--- src/rtl/adc_seq_pkg.sv ---
// Package: shared types for the ADC power-up sequencer.
package adc_seq_pkg;
    // Sequencer phases, in the order they are entered after release.
    typedef enum logic [1:0] {
        ST_OFF  = 2'd0,
        ST_PUMP = 2'd1,
        ST_INIT = 2'd2,
        ST_LIVE = 2'd3
    } seq_state_t;
endpackage

--- src/rtl/pd_sync.sv ---
// pd_sync: multi-flop synchronizer for the asynchronous power-down pin.
// Assumes: the pin is slow compared with clk. Reset forces the
// synchronized value to 0, which means power-down.
module pd_sync #(
    parameter int STAGES = 2
) (
    input  logic clk,
    input  logic rst_n,
    input  logic pin_n,
    output logic pin_n_s
);
    logic [STAGES-1:0] sync_q;

    // Shift the pin through the synchronizer chain.
    always_ff @(posedge clk) begin
        if (!rst_n) sync_q <= '0;
        else        sync_q <= {sync_q[STAGES-2:0], pin_n};
    end

    assign pin_n_s = sync_q[STAGES-1];
endmodule

--- src/rtl/seq_fsm.sv ---
// seq_fsm: phase state machine plus the frame counter.
// Assumes: frame_tick is a one-cycle strobe in the clk domain, and
// pd_req is already synchronous. The mode is latched only in ST_OFF.
module seq_fsm
    import adc_seq_pkg::*;
#(
    parameter int SLV_CP   = 260,
    parameter int MST_CP   = 257,
    parameter int SLV_INIT = 4388,
    parameter int MST_INIT = 4385
) (
    input  logic       clk,
    input  logic       rst_n,
    input  logic       pd_req,
    input  logic       master_mode,
    input  logic       frame_tick,
    output seq_state_t state,
    output logic       mode_q
);
    localparam int MAXLEN = (SLV_INIT > MST_INIT) ? SLV_INIT : MST_INIT;
    localparam int CNT_W  = $clog2(MAXLEN + 1);
    localparam logic [CNT_W-1:0] SLV_CP_C   = CNT_W'(SLV_CP);
    localparam logic [CNT_W-1:0] MST_CP_C   = CNT_W'(MST_CP);
    localparam logic [CNT_W-1:0] SLV_INIT_C = CNT_W'(SLV_INIT);
    localparam logic [CNT_W-1:0] MST_INIT_C = CNT_W'(MST_INIT);

    logic [CNT_W-1:0] cnt_q;
    logic [CNT_W-1:0] cnt_nx;
    logic [CNT_W-1:0] pump_len;
    logic [CNT_W-1:0] init_len;

    // Pick the two counts for the latched mode.
    always_comb begin
        pump_len = mode_q ? MST_CP_C   : SLV_CP_C;
        init_len = mode_q ? MST_INIT_C : SLV_INIT_C;
        cnt_nx   = cnt_q + 1'b1;
    end

    // Latch the mode while idle; it holds once the sequence starts.
    always_ff @(posedge clk) begin
        if (!rst_n)              mode_q <= 1'b0;
        else if (state == ST_OFF) mode_q <= master_mode;
    end

    // Phase transitions and frame counting.
    always_ff @(posedge clk) begin
        if (!rst_n || pd_req) begin
            state <= ST_OFF;
            cnt_q <= '0;
        end else begin
            case (state)
                ST_OFF: begin
                    state <= ST_PUMP;
                    cnt_q <= '0;
                end
                ST_PUMP: if (frame_tick) begin
                    cnt_q <= cnt_nx;
                    if (cnt_nx == pump_len) state <= ST_INIT;
                end
                ST_INIT: if (frame_tick) begin
                    cnt_q <= cnt_nx;
                    if (cnt_nx == init_len) state <= ST_LIVE;
                end
                default: cnt_q <= cnt_q;
            endcase
        end
    end
endmodule

--- src/rtl/zero_mux.sv ---
// zero_mux: forces every channel of the sample path to zero unless
// pass is 1. Purely combinational, so there is no added latency.
module zero_mux #(
    parameter int W  = 24,
    parameter int CH = 2
) (
    input  logic                 pass,
    input  logic [CH-1:0][W-1:0] din,
    output logic [CH-1:0][W-1:0] dout
);
    for (genvar c = 0; c < CH; c++) begin : g_ch
        // Gate one channel.
        assign dout[c] = pass ? din[c] : '0;
    end
endmodule

--- src/rtl/adc_pwrup_seq.sv ---
// adc_pwrup_seq: top of the power-up sequencer. It combines the pin
// synchronizer, the phase machine and the output mute. Assumes:
// frame_tick and clocks_ok are synchronous to clk.
module adc_pwrup_seq
    import adc_seq_pkg::*;
#(
    parameter int W        = 24,
    parameter int SYNC_N   = 2,
    parameter int SLV_CP   = 260,
    parameter int MST_CP   = 257,
    parameter int SLV_INIT = 4388,
    parameter int MST_INIT = 4385
) (
    input  logic         clk,
    input  logic         rst_n,
    input  logic         pdn_n,
    input  logic         master_mode,
    input  logic         frame_tick,
    input  logic         clocks_ok,
    input  logic [W-1:0] smp_in_l,
    input  logic [W-1:0] smp_in_r,
    output logic         cp_en,
    output logic         preamp_en,
    output logic         filt_rst,
    output logic         data_valid,
    output logic [W-1:0] smp_out_l,
    output logic [W-1:0] smp_out_r
);
    logic            pdn_n_s;
    logic            pd_req;
    logic            mode_q;
    seq_state_t      state;
    logic [1:0][W-1:0] mux_out;

    pd_sync #(.STAGES(SYNC_N)) u_sync (
        .clk(clk), .rst_n(rst_n), .pin_n(pdn_n), .pin_n_s(pdn_n_s)
    );

    // Power-down is requested by the pin or by missing clocks.
    assign pd_req = !pdn_n_s || !clocks_ok;

    seq_fsm #(
        .SLV_CP(SLV_CP), .MST_CP(MST_CP),
        .SLV_INIT(SLV_INIT), .MST_INIT(MST_INIT)
    ) u_fsm (
        .clk(clk), .rst_n(rst_n), .pd_req(pd_req),
        .master_mode(master_mode), .frame_tick(frame_tick),
        .state(state), .mode_q(mode_q)
    );

    // Decode the stage enables from the phase.
    always_comb begin
        filt_rst   = (state == ST_OFF);
        cp_en      = (state != ST_OFF);
        preamp_en  = (state == ST_INIT) || (state == ST_LIVE);
        data_valid = (state == ST_LIVE);
    end

    zero_mux #(.W(W), .CH(2)) u_mute (
        .pass(data_valid), .din({smp_in_r, smp_in_l}), .dout(mux_out)
    );

    assign smp_out_l = mux_out[0];
    assign smp_out_r = mux_out[1];
endmodule

--- config.mk ---
export PLATFORM = sky130hd
export DESIGN_NAME = adc_pwrup_seq
export DESIGN_NICKNAME = d
export VERILOG_FILES = /design/src/rtl/adc_seq_pkg.sv /design/src/rtl/pd_sync.sv /design/src/rtl/seq_fsm.sv /design/src/rtl/zero_mux.sv /design/src/rtl/adc_pwrup_seq.sv
export SDC_FILE = /design/constraint.sdc
export NUM_CORES = 1
export LEC_CHECK = 0
export ABC_AREA = 1
export BUFFER_PORTS_ARGS = -buffer_cell sky130_fd_sc_hd__buf_2
export CORE_AREA = 8 8 74 76
export DETAILED_ROUTE_END_ITERATION = 10
export DIE_AREA = 0 0 82 84
export PLACE_DENSITY = 0.84
export SLEW_MARGIN = 20
export SYNTH_ARGS = -nofsm -noshare
export SYNTH_HDL_FRONTEND = slang
export SYNTH_SLANG_ARGS = --single-unit
--- constraint.sdc ---
create_clock -name clk -period 1.6 [get_ports clk]
set_input_delay 0.16 -clock clk [delete_from_list [all_inputs] [get_ports clk]]
set_output_delay 0.16 -clock clk [all_outputs]
set_load 0.05 [all_outputs]
# Word level (Yosys, flattened, before mapping)
# Cells that the tools add are included.
[classes]
addsub = 1
eq_ne = 10
mux = 11
reduce_logical = 13
[op_table]
columns = ["op", "n"]
rows = [
  ["24-bit 2-to-1 mux", 2],
  ["13-bit equality test", 2],
  ["13-bit one-hot mux with 2 select lines", 1],
  ["13-bit by 1-bit adder with 13-bit output (second input constant)", 1],
  ["13-bit 2-to-1 mux", 1],
  ["2-bit 2-to-1 mux", 4],
  ["3-bit 2-to-1 mux", 2],
  ["2-bit by 1-bit != test with 1-bit output (second input constant)", 3],
  ["2-bit one-hot mux with 3 select lines", 1],
  ["5-bit AND reduction", 1],
  ["2-bit equality test (second input constant)", 2],
  ["2-bit != test (second input constant)", 2],
  ["2-bit nonzero test", 2],
  ["1-bit logical NOT", 3],
  ["1-bit logical OR", 3],
  ["3-bit nonzero test", 1],
  ["2-bit by 1-bit equality test with 1-bit output (second input constant)", 1],
  ["2-bit logical NOT", 1],
  ["2-bit AND reduction", 1],
  ["2-bit OR reduction", 1],
]
[word_totals]
ff_bits = 18
in_bits = 54
out_inout_bits = 52
word_cells = 39

# Depth between registers and ports, before layout
# Gate-level depths: netlist of run 1.
[depth]
ltp_word = 5
depth_mapped = 14

# By module
# From an unflattened synthesis of run 1, not the netlist that was laid out.
[unflattened]
hier_cells = 304
area_unflattened_um2 = 1621.6
[by_module_without_submodules]
columns = ["module", "n_inst", "cells_per_inst", "area_each_um2", "seq_area_each_um2"]
rows = [
  ["seq_fsm", 1, 189, 1136.1, 320.3],
  ["zero_mux", 1, 101, 400.4, 0.0],
  ["pd_sync", 1, 6, 55.1, 40.0],
  ["adc_pwrup_seq", 1, 8, 30.0, 0.0],
]

# Worst setup path after synthesis of run 1
# No wires, ideal clock.
[synth_path]
path_type = "reg2reg"
startpoint = "register u_fsm.state[0]"
endpoint = "register u_fsm.state[0]"
t_arrival_ps = 1965
required_time_ps = 1485
setup_slack_ps = -480
stages_incl_launch_ff = 14
synth_period_minus_slack_ps = 2080
cell_sequence = "dfxtp_1 inv_1 ha_1 inv_1 nand2_1 nand3_1 nor2_1 nand2_1 nand2_1 nand2_1 inv_2 nand3_1 nand2_1 nor2_1"
[synth_via]
elab_chain_cells = 3
elab_cells_between_ends = 10
[synth_rtl]
columns = ["item", "line", "rtl"]
rows = [
  ["from (decl)", "seq_fsm.sv:17", "output seq_state_t state,"],
  ["from (signal assigned)", "seq_fsm.sv:48", "state <= ST_OFF;"],
  ["from (signal assigned)", "seq_fsm.sv:53", "state <= ST_PUMP;"],
  ["from (signal assigned)", "seq_fsm.sv:58", "if (cnt_nx == pump_len) state <= ST_INIT;"],
  ["2-bit logical NOT *", "n/a", ""],
  ["net filt_rst", "adc_pwrup_seq.sv:24", "output logic filt_rst,"],
  ["3-bit nonzero test (no line)", "n/a", ""],
  ["5-bit AND reduction (no line)", "n/a", ""],
]
# Mark *: on every way through the listed nets, which the timed path passes. The rest lies on a longest branch.
# A chain may end at the register's enable or synchronous reset.

# Worst setup path after layout of run 1
[layout_path]
startpoint = "register u_fsm.cnt_q[1]"
endpoint = "register u_fsm.state[1]"
[layout_via]
elab_chain_cells = 4
elab_cells_between_ends = 6
[layout_rtl]
columns = ["item", "line", "rtl"]
rows = [
  ["from (decl)", "seq_fsm.sv:27", "logic [CNT_W-1:0] cnt_q;"],
  ["from (signal assigned)", "seq_fsm.sv:57", "cnt_q <= cnt_nx;"],
  ["from (signal assigned)", "seq_fsm.sv:61", "cnt_q <= cnt_nx;"],
  ["from (signal assigned)", "seq_fsm.sv:64", "default: cnt_q <= cnt_q;"],
  ["13-bit by 1-bit adder with 13-bit output *", "seq_fsm.sv:36", "cnt_nx = cnt_q + 1'b1;"],
  ["13-bit equality test, on equally long branches", "seq_fsm.sv:58, seq_fsm.sv:62", ""],
  ["2-bit by 1-bit != test with 1-bit output (no line)", "n/a", ""],
  ["5-bit AND reduction (no line) *", "n/a", ""],
  ["to (signal assigned)", "seq_fsm.sv:48", ""],
  ["to (signal assigned)", "seq_fsm.sv:58", ""],
  ["to (signal assigned)", "seq_fsm.sv:62", "if (cnt_nx == init_len) state <= ST_LIVE;"],
]
# Every way passes the cells marked *; elsewhere a longest branch is shown, timed or not.

==> impl_metrics.yaml, run 1 <==
worst_hold_path:
  hold_class: "in2reg"
  hold_path.startpoint: "pdn_n"
  hold-path-cell-count: 3
  min_to: "u_sync.sync_q[0]"
timing:
  hold_violations: 0
  fin_crit_ps: 1590
  max_freq_mhz: 629
  period_share_pct: 99.4
  slew_headroom_pct: 82.3
  holdWs_ps: 85.3
  fin_worst_skew_ps: 2.99
  tightest_slew_ps: 267
  rsz0062_at_grt: "yes"
  slew_violations: 0
  fin_ws_ps: 10.2
  finalSetupViolCount: 0
power_and_ir_drop:
  clockPowerShare_pct: 40.5
  switching_share_pct: 22.1
  combPwrFrac_pct: 11.2
  switching_power_mw: 0.207
  seq_power_share_pct: 48.3
  p_leak_nw: 1.51
  pwr_density_cell_nw_per_um2: 366
  max-vdd-ir-drop_v: 0.000452
  finalPower_mw: 0.935
  p_int_mw: 0.728
global_route:
  grt_pass1_vias: 1840
  grt_max_degree: 25
  gr-total-overflow: 0
  grt_use_total_pct: 14.7
  grt_pass1_wl_um: 8260
  antenna_found_initial: 1
setup_path:
  crit_chain: "buf_4 > nand3_1 > nor2_2 > nand2_1 > nand2_1 > nand2_1 > nor2_4 > nand3_2 > nand2_2 > nand3_1 > nand2_1 > nor2_1"
  critPathMaxStageDelay_ps: 350
  end_kind: "register"
  cp_slowest_cell: "dfxtp_2"
  worstPathArrival_ps: 1740
  startpoint: "u_fsm.cnt_q[1]"
  path_common_cell: "nand2_1"
  start_kind: "register"
  reg2reg_slack_ps: 10
  rr_worst_depth: 12
  timing.rr.end: "u_fsm.state[1]"
  crit_path_max_fanout: 4
  crit_type: "reg2reg"
  r2r-start: "u_fsm.cnt_q[1]"
  cp.required_ps: 1750
final_layout:
  multi_input_area_um2: 1010
  final_nets: 467
  area_delta_synth_final_pct: 61.6
  nFillCells: 401
  drive_above_1_share_pct: 43.8
  seq_area_um2: 375
clock_tree:
  cts-buffers-inserted: 3
  clockRootBuffer: "clkbuf_8"
  hold_buffers: 0
  cts_tree: "built"
  clk_pin_slew_ps: 70
  cts-htree-levels: 1
  cts.sink_count: 18
  cts_buffer_depth: 2
  clk-insertion-delay-late_ps: 260
yosys:
  synth_edf_count: 0
  synth_flop_cell: "dfxtp_1"
  syn_avg_cell_area_um2: 5.35
  ys_ff_latch: 18
  ys_top_cells_by_area: "nand2_1 27%, dfxtp_1 23%, inv_1 17%"
  yosysUniqueCellTypes: 22
  synth_cells: 295
  synth_top_area_share_pct: 27.3
  synthTopCellsByCount: "115 x nand2_1, 73 x inv_1, 18 x dfxtp_1, 18 x nand3_1, 17 x a21oi_1"
  synthesis.nets: 355
  ys_seq_area_share_pct: 22.8
  yosysTopAreaCell: "nand2_1"
  yosysWarnings: 0
  syn-cell-area_um2: 1580
  async_flop_share_pct: 0
  synth.most_common_cell: "nand2_1"
job:
  cap_violations: 0
floorplanning:
  die-area_um2: 6890
  die_y_um: 84
  core_um2: 4260
  die_w_um: 82
  initial_core_util_pct: 37.0
  fp-row-count: 24
  ios: 106
route:
  drt_first_pass_iters: 4
  wirelength_um: 5730
  first_iter_violations: 63
  viasPerCell: 4.50
  routedWlPerCell_um: 12.5
  vias: 2066
  drc: 0
  drtAntennaViolNets: 0
placed_design:
  place.gp.congestion: 0.939
  dp_slack_ps: -44.0
  numPortBuffers: 105
  detailed_place_hpwl_um: 4520
run_status:
  status: "completed"
-- routing by layer --
layer / vias up / wire length [um] / global-route usage [%]
li1: 1082 / - / -
met1: 883 / 2040 / 14.9
met2: 92 / 2850 / 27.2
met3: 9 / 707 / 3.45
met4: 0 / 129 / 5.59
met5: - / 0 / 0
-- worst max-delay path, delay by kind of cell, from the launching register on --
kind	cells	cell delay (ps)
simple gates	11	1010
buf+inv	1	130
flops	1	350
-- metrics by stage --
stage | instance area [um2] | utilization [%] | std cells | setup TNS (ps)
2_1_floorplan | 1650 | - | 295 | -260
3_3_place_gp | 2280 | 53.5 | 452 | 0
3_5_place_dp | 2280 | 53.5 | 452 | -82.3
4_1_cts | 2410 | 56.5 | 456 | 0
5_1_grt | 2550 | 59.9 | 459 | -268
6_report | 2550 | 59.9 | 459 | 0
-- power by group through the flow --
stage / registers [mW] / logic [mW] / clock network [mW]
3_5_place_dp: 0.465 / 0.101 / 0
5_1_grt: 0.452 / 0.117 / 0.405
4_1_cts: 0.453 / 0.101 / 0.391
3_3_place_gp: 0.465 / 0.0989 / 0
6_report: 0.452 / 0.104 / 0.379
2_1_floorplan: 0.465 / 0.0288 / 0
-- kinds of logic after synthesis --
family	Yosys count	share of synthesized area, %
compound gates	22	7.29
fa+ha+maj	6	4.75
simple gates	165	45.2
flops	18	22.8
buf+inv	84	20.0
-- area by class of cell --
type | instances | share of cell area [%]
multi-input combinational | 193 | 39.8
timing repair buffer | 115 | 27.8
sequential | 18 | 14.7
inverter | 76 | 12.9
tap | 52 | 2.55
clock buffer | 4 | 2.16
antenna | 1 | 0.0980
-- worst max-delay path by stage --
| stage | endpoint |
|---|---|
| 2_1_floorplan | u_fsm.state[0] |
| 3_5_place_dp | u_fsm.state[0] |
| 3_3_place_gp | u_fsm.state[1] |
| 4_1_cts | u_fsm.state[0] |
| 5_1_grt | u_fsm.state[0] |
| 6_report | u_fsm.state[1] |
-- cell usage in the layout (no fill, tap or decap), drive strengths merged --
cell type	n
clkinvlp	11
diode	1
o21bai	1
nand3b	1
inv	65
or2	1
nor2	19
nand4	2
buf	106
nor3	1
ha	6
o21a	1
nand2	121
dfxtp	18
clkbuf	13
a21oi	17
nand3	20
o21ai	3
-- state kept, by name, summed over array words and instances (netlist names) --
| register | count |
|---|---|
| u_fsm.cnt_q | 13 |
| u_fsm.state | 2 |
| u_fsm.mode_q | 1 |
| u_sync.sync_q | 2 |
-- timing repair --
| item | CTS | global route |
|---|---|---|
| setup buffers | 0 | 2 |
| gates resized for setup | 29 | 45 |
| setup endpoints to repair | 26 | 47 |
| cloned | 0 | 0 |
| endpoints found under the hold margin | 0 | 0 |
| pin swaps | 1 | 11 |
No activity file was read; power rests on OpenSTA's default activity.
==> inputs of run 2 (changes only) <==
- REMOVE_ABC_BUFFERS: not set -> 1
==> impl_metrics.yaml, run 2 (synthesis gave the netlist of run 1 again) <==
timing:
  fin_worst_skew_ps: 3.67
  finalSetupViolCount: 0
  slew_headroom_pct: 83.3
  rsz0062_at_grt: "yes"
  max_freq_mhz: 642
  tightest_slew_ps: 253
  holdWs_ps: 79.1
  hold_violations: 0
  fin_ws_ps: 42.3
  period_share_pct: 97.4
  slew_violations: 0
  fin_crit_ps: 1560
placed_design:
  detailed_place_hpwl_um: 4850
  dp_slack_ps: -3.54
  placed_area_um2: 2220
  place.gp.congestion: 0.890
  numPortBuffers: 105
route:
  vias: 2124
  routedWlPerCell_um: 14.0
  viasPerCell: 4.61
  drtAntennaViolNets: 0
  wirelength_um: 6480
  first_iter_violations: 41
  drt_first_pass_iters: 4
  drc: 0
final_layout:
  area_delta_synth_final_pct: 62.2
  final_common_cell: "nand2_1"
  final_nets: 470
  final_cell_mix: "112 x nand2_1, 73 x inv_1, 59 x buf_4"
  antenna-diode-count: 0
  largestRegisters: "u_fsm.cnt_q (13), u_fsm.state (2), u_sync.sync_q (2)"
  drive_above_1_share_pct: 39.6
  top_register: "u_fsm.cnt_q"
  final_area_um2: 2560
  final_util_pct: 60.1
  largest_reg_flops: 13
clock_tree:
  cts_buffer_depth: 2
  cts.sink_count: 18
  cts_tree: "built"
  clk-insertion-delay-late_ps: 260
  hold_buffers: 0
  clockRootBuffer: "clkbuf_8"
  cts-htree-levels: 1
  cts-buffers-inserted: 3
  clk_pin_slew_ps: 70
floorplanning:
  die-area_um2: 6890
  core_um2: 4260
  ios: 106
  die_w_um: 82
  fp-row-count: 24
  initial_core_util_pct: 37.0
  die_y_um: 84
global_route:
  grt_pass1_wl_um: 9350
  grt_max_degree: 39
  gr-total-overflow: 0
  grt_pass1_vias: 2019
  grt_use_total_pct: 16.9
  antenna_found_initial: 0
power_and_ir_drop:
  pwr_density_cell_nw_per_um2: 369
  p_leak_nw: 1.66
  max-vdd-ir-drop_v: 0.000341
  finalPower_mw: 0.946
setup_path:
  worstPathArrival_ps: 1720
  end_kind: "register"
  crit_type: "reg2reg"
  cp.required_ps: 1760
  reg2reg_slack_ps: 40
  start_kind: "register"
  crit_path_max_fanout: 4
  timing.rr.end: "u_fsm.state[1]"
  rr_worst_depth: 12
  r2r-start: "u_fsm.state[0]"
worst_hold_path:
  hold-path-cell-count: 3
  min_to: "u_sync.sync_q[0]"
  hold_path.startpoint: "pdn_n"
  hold_class: "in2reg"
run_status:
  status: "completed"
job:
  cap_violations: 0
-- run 2: changes by cell type in the layout (fill, tap and decap cells not counted), moves of 2 or more --
cell	previous run	this run
buf_2	69	56
inv_2	5	3
nand2_1	109	112
buf_4	34	59
clkinvlp_4	11	0
nor2_1	11	13
nand2_2	11	8
inv_1	59	73
clkbuf_4	9	0
-- run 2: cell type report --
cell class                 instances  area (um2)
clock buffer                       4        55.1
timing repair buffer             118         779
fill                             373        1700
sequential                        18         374
multi-input combinational        193        1000
inverter                          76         285
tap                               52        65.1
-- run 2: critical path, cell delays in order (launching register included) --
cell	delay (ps)
dfxtp_4	360
buf_4	140
ha_1	200
nor2_1	140
nand2_1	100
nand3_2	90
nor2_2	40
nand2_1	50
nand2_1	40
nand2_1	60
inv_2	60
a21oi_1	110
nor2_1	50
-- run 2: layer usage --
layer	up-vias	share of wire, %	GRT usage, %
met4	0	3.4	8.31
met3	13	10	4.85
met5	-	0	0
li1	1083	-	-
met1	948	35	15.4
met2	80	52	32.0
-- run 2: power breakdown --
group	switching [mW]	internal [mW]	total (mW)
registers	0.00255	0.449	0.452
logic	0.0468	0.0602	0.107
clock network	0.168	0.219	0.387
-- run 2: stage by stage --
step / TNS [ps] / std cells
after detailed placement: -3.96 / 453
final: 0 / 461
after global placement: 0 / 453
after floorplan: -34350 / 287
after CTS: 0 / 457
after global routing: -189 / 461
-- run 2: how the worst max path moves through the flow --
stage,start,endpoint,slack [ps],depth (start not counted)
floorplan,u_fsm.state[0],smp_out_l[0],-640,3
global placement,u_fsm.cnt_q[0],u_fsm.state[1],50,12
detailed placement,u_fsm.cnt_q[0],u_fsm.state[1],-4,12
CTS,u_fsm.state[0],preamp_en,20,4
global route,u_fsm.state[1],u_fsm.state[0],-90,13
finish,u_fsm.state[0],u_fsm.state[1],40,12
-- run 2: repair_timing --
action,CTS,global route
pin swaps,0,7
setup buffers,0,3
gates resized for setup,52,29
gates cloned,0,1
setup endpoints to repair,50,59
==> inputs of run 3 (changes only) <==
- CORE_AREA: 8 8 74 76 -> 8 8 75 77
- DIE_AREA: 0 0 82 84 -> 0 0 83 85
- PLACE_DENSITY: 0.84 -> 0.83
- SYNTH_HIERARCHICAL: not set -> 1
==> impl_metrics.yaml, run 3 <==
power_and_ir_drop:
  pwr_density_cell_nw_per_um2: 338
  max-vdd-ir-drop_v: 0.000413
  p_leak_nw: 1.63
global_route:
  grt_pass1_wl_um: 9520
  grt_max_degree: 26
  antenna_found_initial: 0
  grt_busiest_layer: "met2"
  gr-total-overflow: 0
  grt_pass1_vias: 1972
  grtUsageMet2_pct: 29.6
  grt_use_met3_pct: 2.68
  grt_use_total_pct: 15.8
  met1_usage_pct: 17.4
timing:
  fin_worst_skew_ps: 10.3
  finalSetupTns_ps: 0
  tightest_slew_ps: 444
  slew_headroom_pct: 70.4
  period_share_pct: 98.9
  fin_crit_ps: 1580
  holdWs_ps: 84.7
  rsz0062_at_grt: "yes"
  max_freq_mhz: 632
  fin_ws_ps: 17.1
  hold_violations: 0
  slew_violations: 0
  finalSetupViolCount: 0
clock_tree:
  hold_buffers: 0
  clk-insertion-delay-late_ps: 260
  cts_tree: "built"
  clockRootBuffer: "clkbuf_8"
  cts.sink_count: 18
  cts-buffers-inserted: 3
  cts-htree-levels: 1
  clk_pin_slew_ps: 70
  cts_buffer_depth: 2
  post_cts_buffers: 0
setup_path:
  critPathTopFamily: "simple AND/OR/NAND/NOR gates"
  critPathMaxStageDelay_ps: 370
  worstPathBufferInverterCount: 0
  start_kind: "register"
  crit_type: "reg2reg"
  cp_slowest_cell: "dfxtp_2"
  worstPathArrival_ps: 1730
  crit_path_max_fanout: 7
  crit_chain: "ha_4 > nand2_8 > o21bai_1 > nand2_2 > nand3_2 > nor2_2 > nand3_2 > nand2_2 > a21oi_1 > nor2_1"
  end_kind: "register"
  cp.required_ps: 1740
job:
  cap_violations: 0
placed_design:
  detailed_place_hpwl_um: 4490
  numPortBuffers: 105
  dp_slack_ps: -33.7
  dp.cells: 464
  place.gp.congestion: 0.874
yosys:
  synth.most_common_cell: "nand2_1"
  syn-cell-area_um2: 1620
  synth_cells: 304
  synth_flop_cell: "dfxtp_1"
  synth_top_area_share_pct: 28.7
  ys_ff_latch: 18
  async_flop_share_pct: 0
  yosysWarnings: 6
  syn_avg_cell_area_um2: 5.33
  yosysUniqueCellTypes: 26
  ys_top_cells_by_area: "nand2_1 29%, dfxtp_1 22%, inv_1 15%"
  ys_seq_area_share_pct: 22.2
  yosysTopAreaCell: "nand2_1"
  synthTopCellsByCount: "124 x nand2_1, 66 x inv_1, 18 x dfxtp_1, 18 x nor2_1"
  synth_edf_count: 0
route:
  drt_first_pass_iters: 4
  drc: 0
  first_iter_violations: 160
  vias: 2151
  routedWlPerCell_um: 13.8
  viasPerCell: 4.58
  wirelength_um: 6500
  drtAntennaViolNets: 0
floorplanning:
  die-area_um2: 7060
  initial_core_util_pct: 35.8
  core_um2: 4540
  fp-row-count: 25
  die_y_um: 85
  die_w_um: 83
  ios: 106
final_layout:
  final_util_pct: 61.1
  antenna-diode-count: 0
  largestRegisters: "u_fsm/cnt_q (13), u_fsm/state (2), u_sync/sync_q (2)"
  top_register: "u_fsm/cnt_q"
  final_nets: 476
  final_cell_mix: "113 x nand2_1, 57 x buf_2, 54 x inv_1"
  fin_cells: 470
  largest_reg_flops: 13
  area_delta_synth_final_pct: 70.8
  nFillCells: 376
  drive_above_1_share_pct: 43.8
  final_common_cell: "nand2_1"
run_status:
  status: "completed"
worst_hold_path:
  hold_class: "in2reg"
==> run 3: cell types whose count changed after synthesis, moves of 3 or more <==
cell,delta
buf_2,+3
clkbuf_1,-3
inv_1,-7
inv_2,+8
nand2_1,+9
nand2_2,-5
nand4_1,+5
nor2_1,+3
==> run 3: per-stage QoR <==
stage,power (mW),cell area (um2)
6_report,0.937,2770
5_1_grt,0.977,2770
4_1_cts,0.944,2550
3_5_place_dp,0.568,2250
3_3_place_gp,0.567,2250
2_1_floorplan,0.492,1560
==> run 3: kinds of logic (layout without fill, tap and decap cells) <==
kind of cell | after synthesis | after routing | share of synthesized area, %
DFF | 18 | 18 | 22.2
and+or+nand+nor | 174 | 175 | 45.7
buffers and inverters | 87 | 198 | 21.5
xor gates and xnor gates | 1 | 1 | 0.540
AOI/OAI and AO/OA | 19 | 19 | 6.17
adders and majority gates | 5 | 5 | 3.86
==> run 3: path summary, 6_finish.rpt <==
| path | from | end | slack, ps | cells after the start |
|---|---|---|---|---|
| min | pdn_n | u_sync/sync_q[0] | 80 | 3 |
| min reg2reg | u_sync/sync_q[0] | u_sync/sync_q[1] | 420 | 2 |
| max | u_fsm/cnt_q[1] | u_fsm/state[1] | 20 | 10 |
| max reg2reg | u_fsm/cnt_q[1] | u_fsm/state[1] | 20 | 10 |
==> run 3: layout make-up <==
| cell class | instances | area (um2) | share of cell area (%) |
|---|---|---|---|
| well taps | 54 | 67.6 | 2.44 |
| clock buffers | 4 | 55.1 | 1.99 |
| inverters | 77 | 289 | 10.4 |
| repair buffers | 117 | 948 | 34.2 |
| flip-flops and latches | 18 | 375 | 13.6 |
| multi-input cells | 200 | 1030 | 37.4 |
==> run 3: worst min-delay path, stage by stage <==
cell and delay [ps]:
buf_2 70, nand2_1 40, inv_1 40
==> run 3: what timing repair did <==
| item | 4_1_cts | 5_1_grt |
|---|---|---|
| pin swaps | 1 | 15 |
| resized for setup | 75 | 73 |
| gates cloned | 2 | 0 |
| endpoints found under the setup margin | 50 | 33 |
==> run 3: metal layers <==
layer / part of all wire, % / wire length [um]
met1: 39 / 2510
met2: 55 / 3560
met3: 4.4 / 288
met4: 2.1 / 135
met5: 0 / 0
==> run 3: report_power, final <==
part           leakage [nW]  switching (mW)  internal [mW]
sequential            0.150         0.00144          0.449
clock                0.0288           0.158          0.219
combinational          1.45          0.0499         0.0599
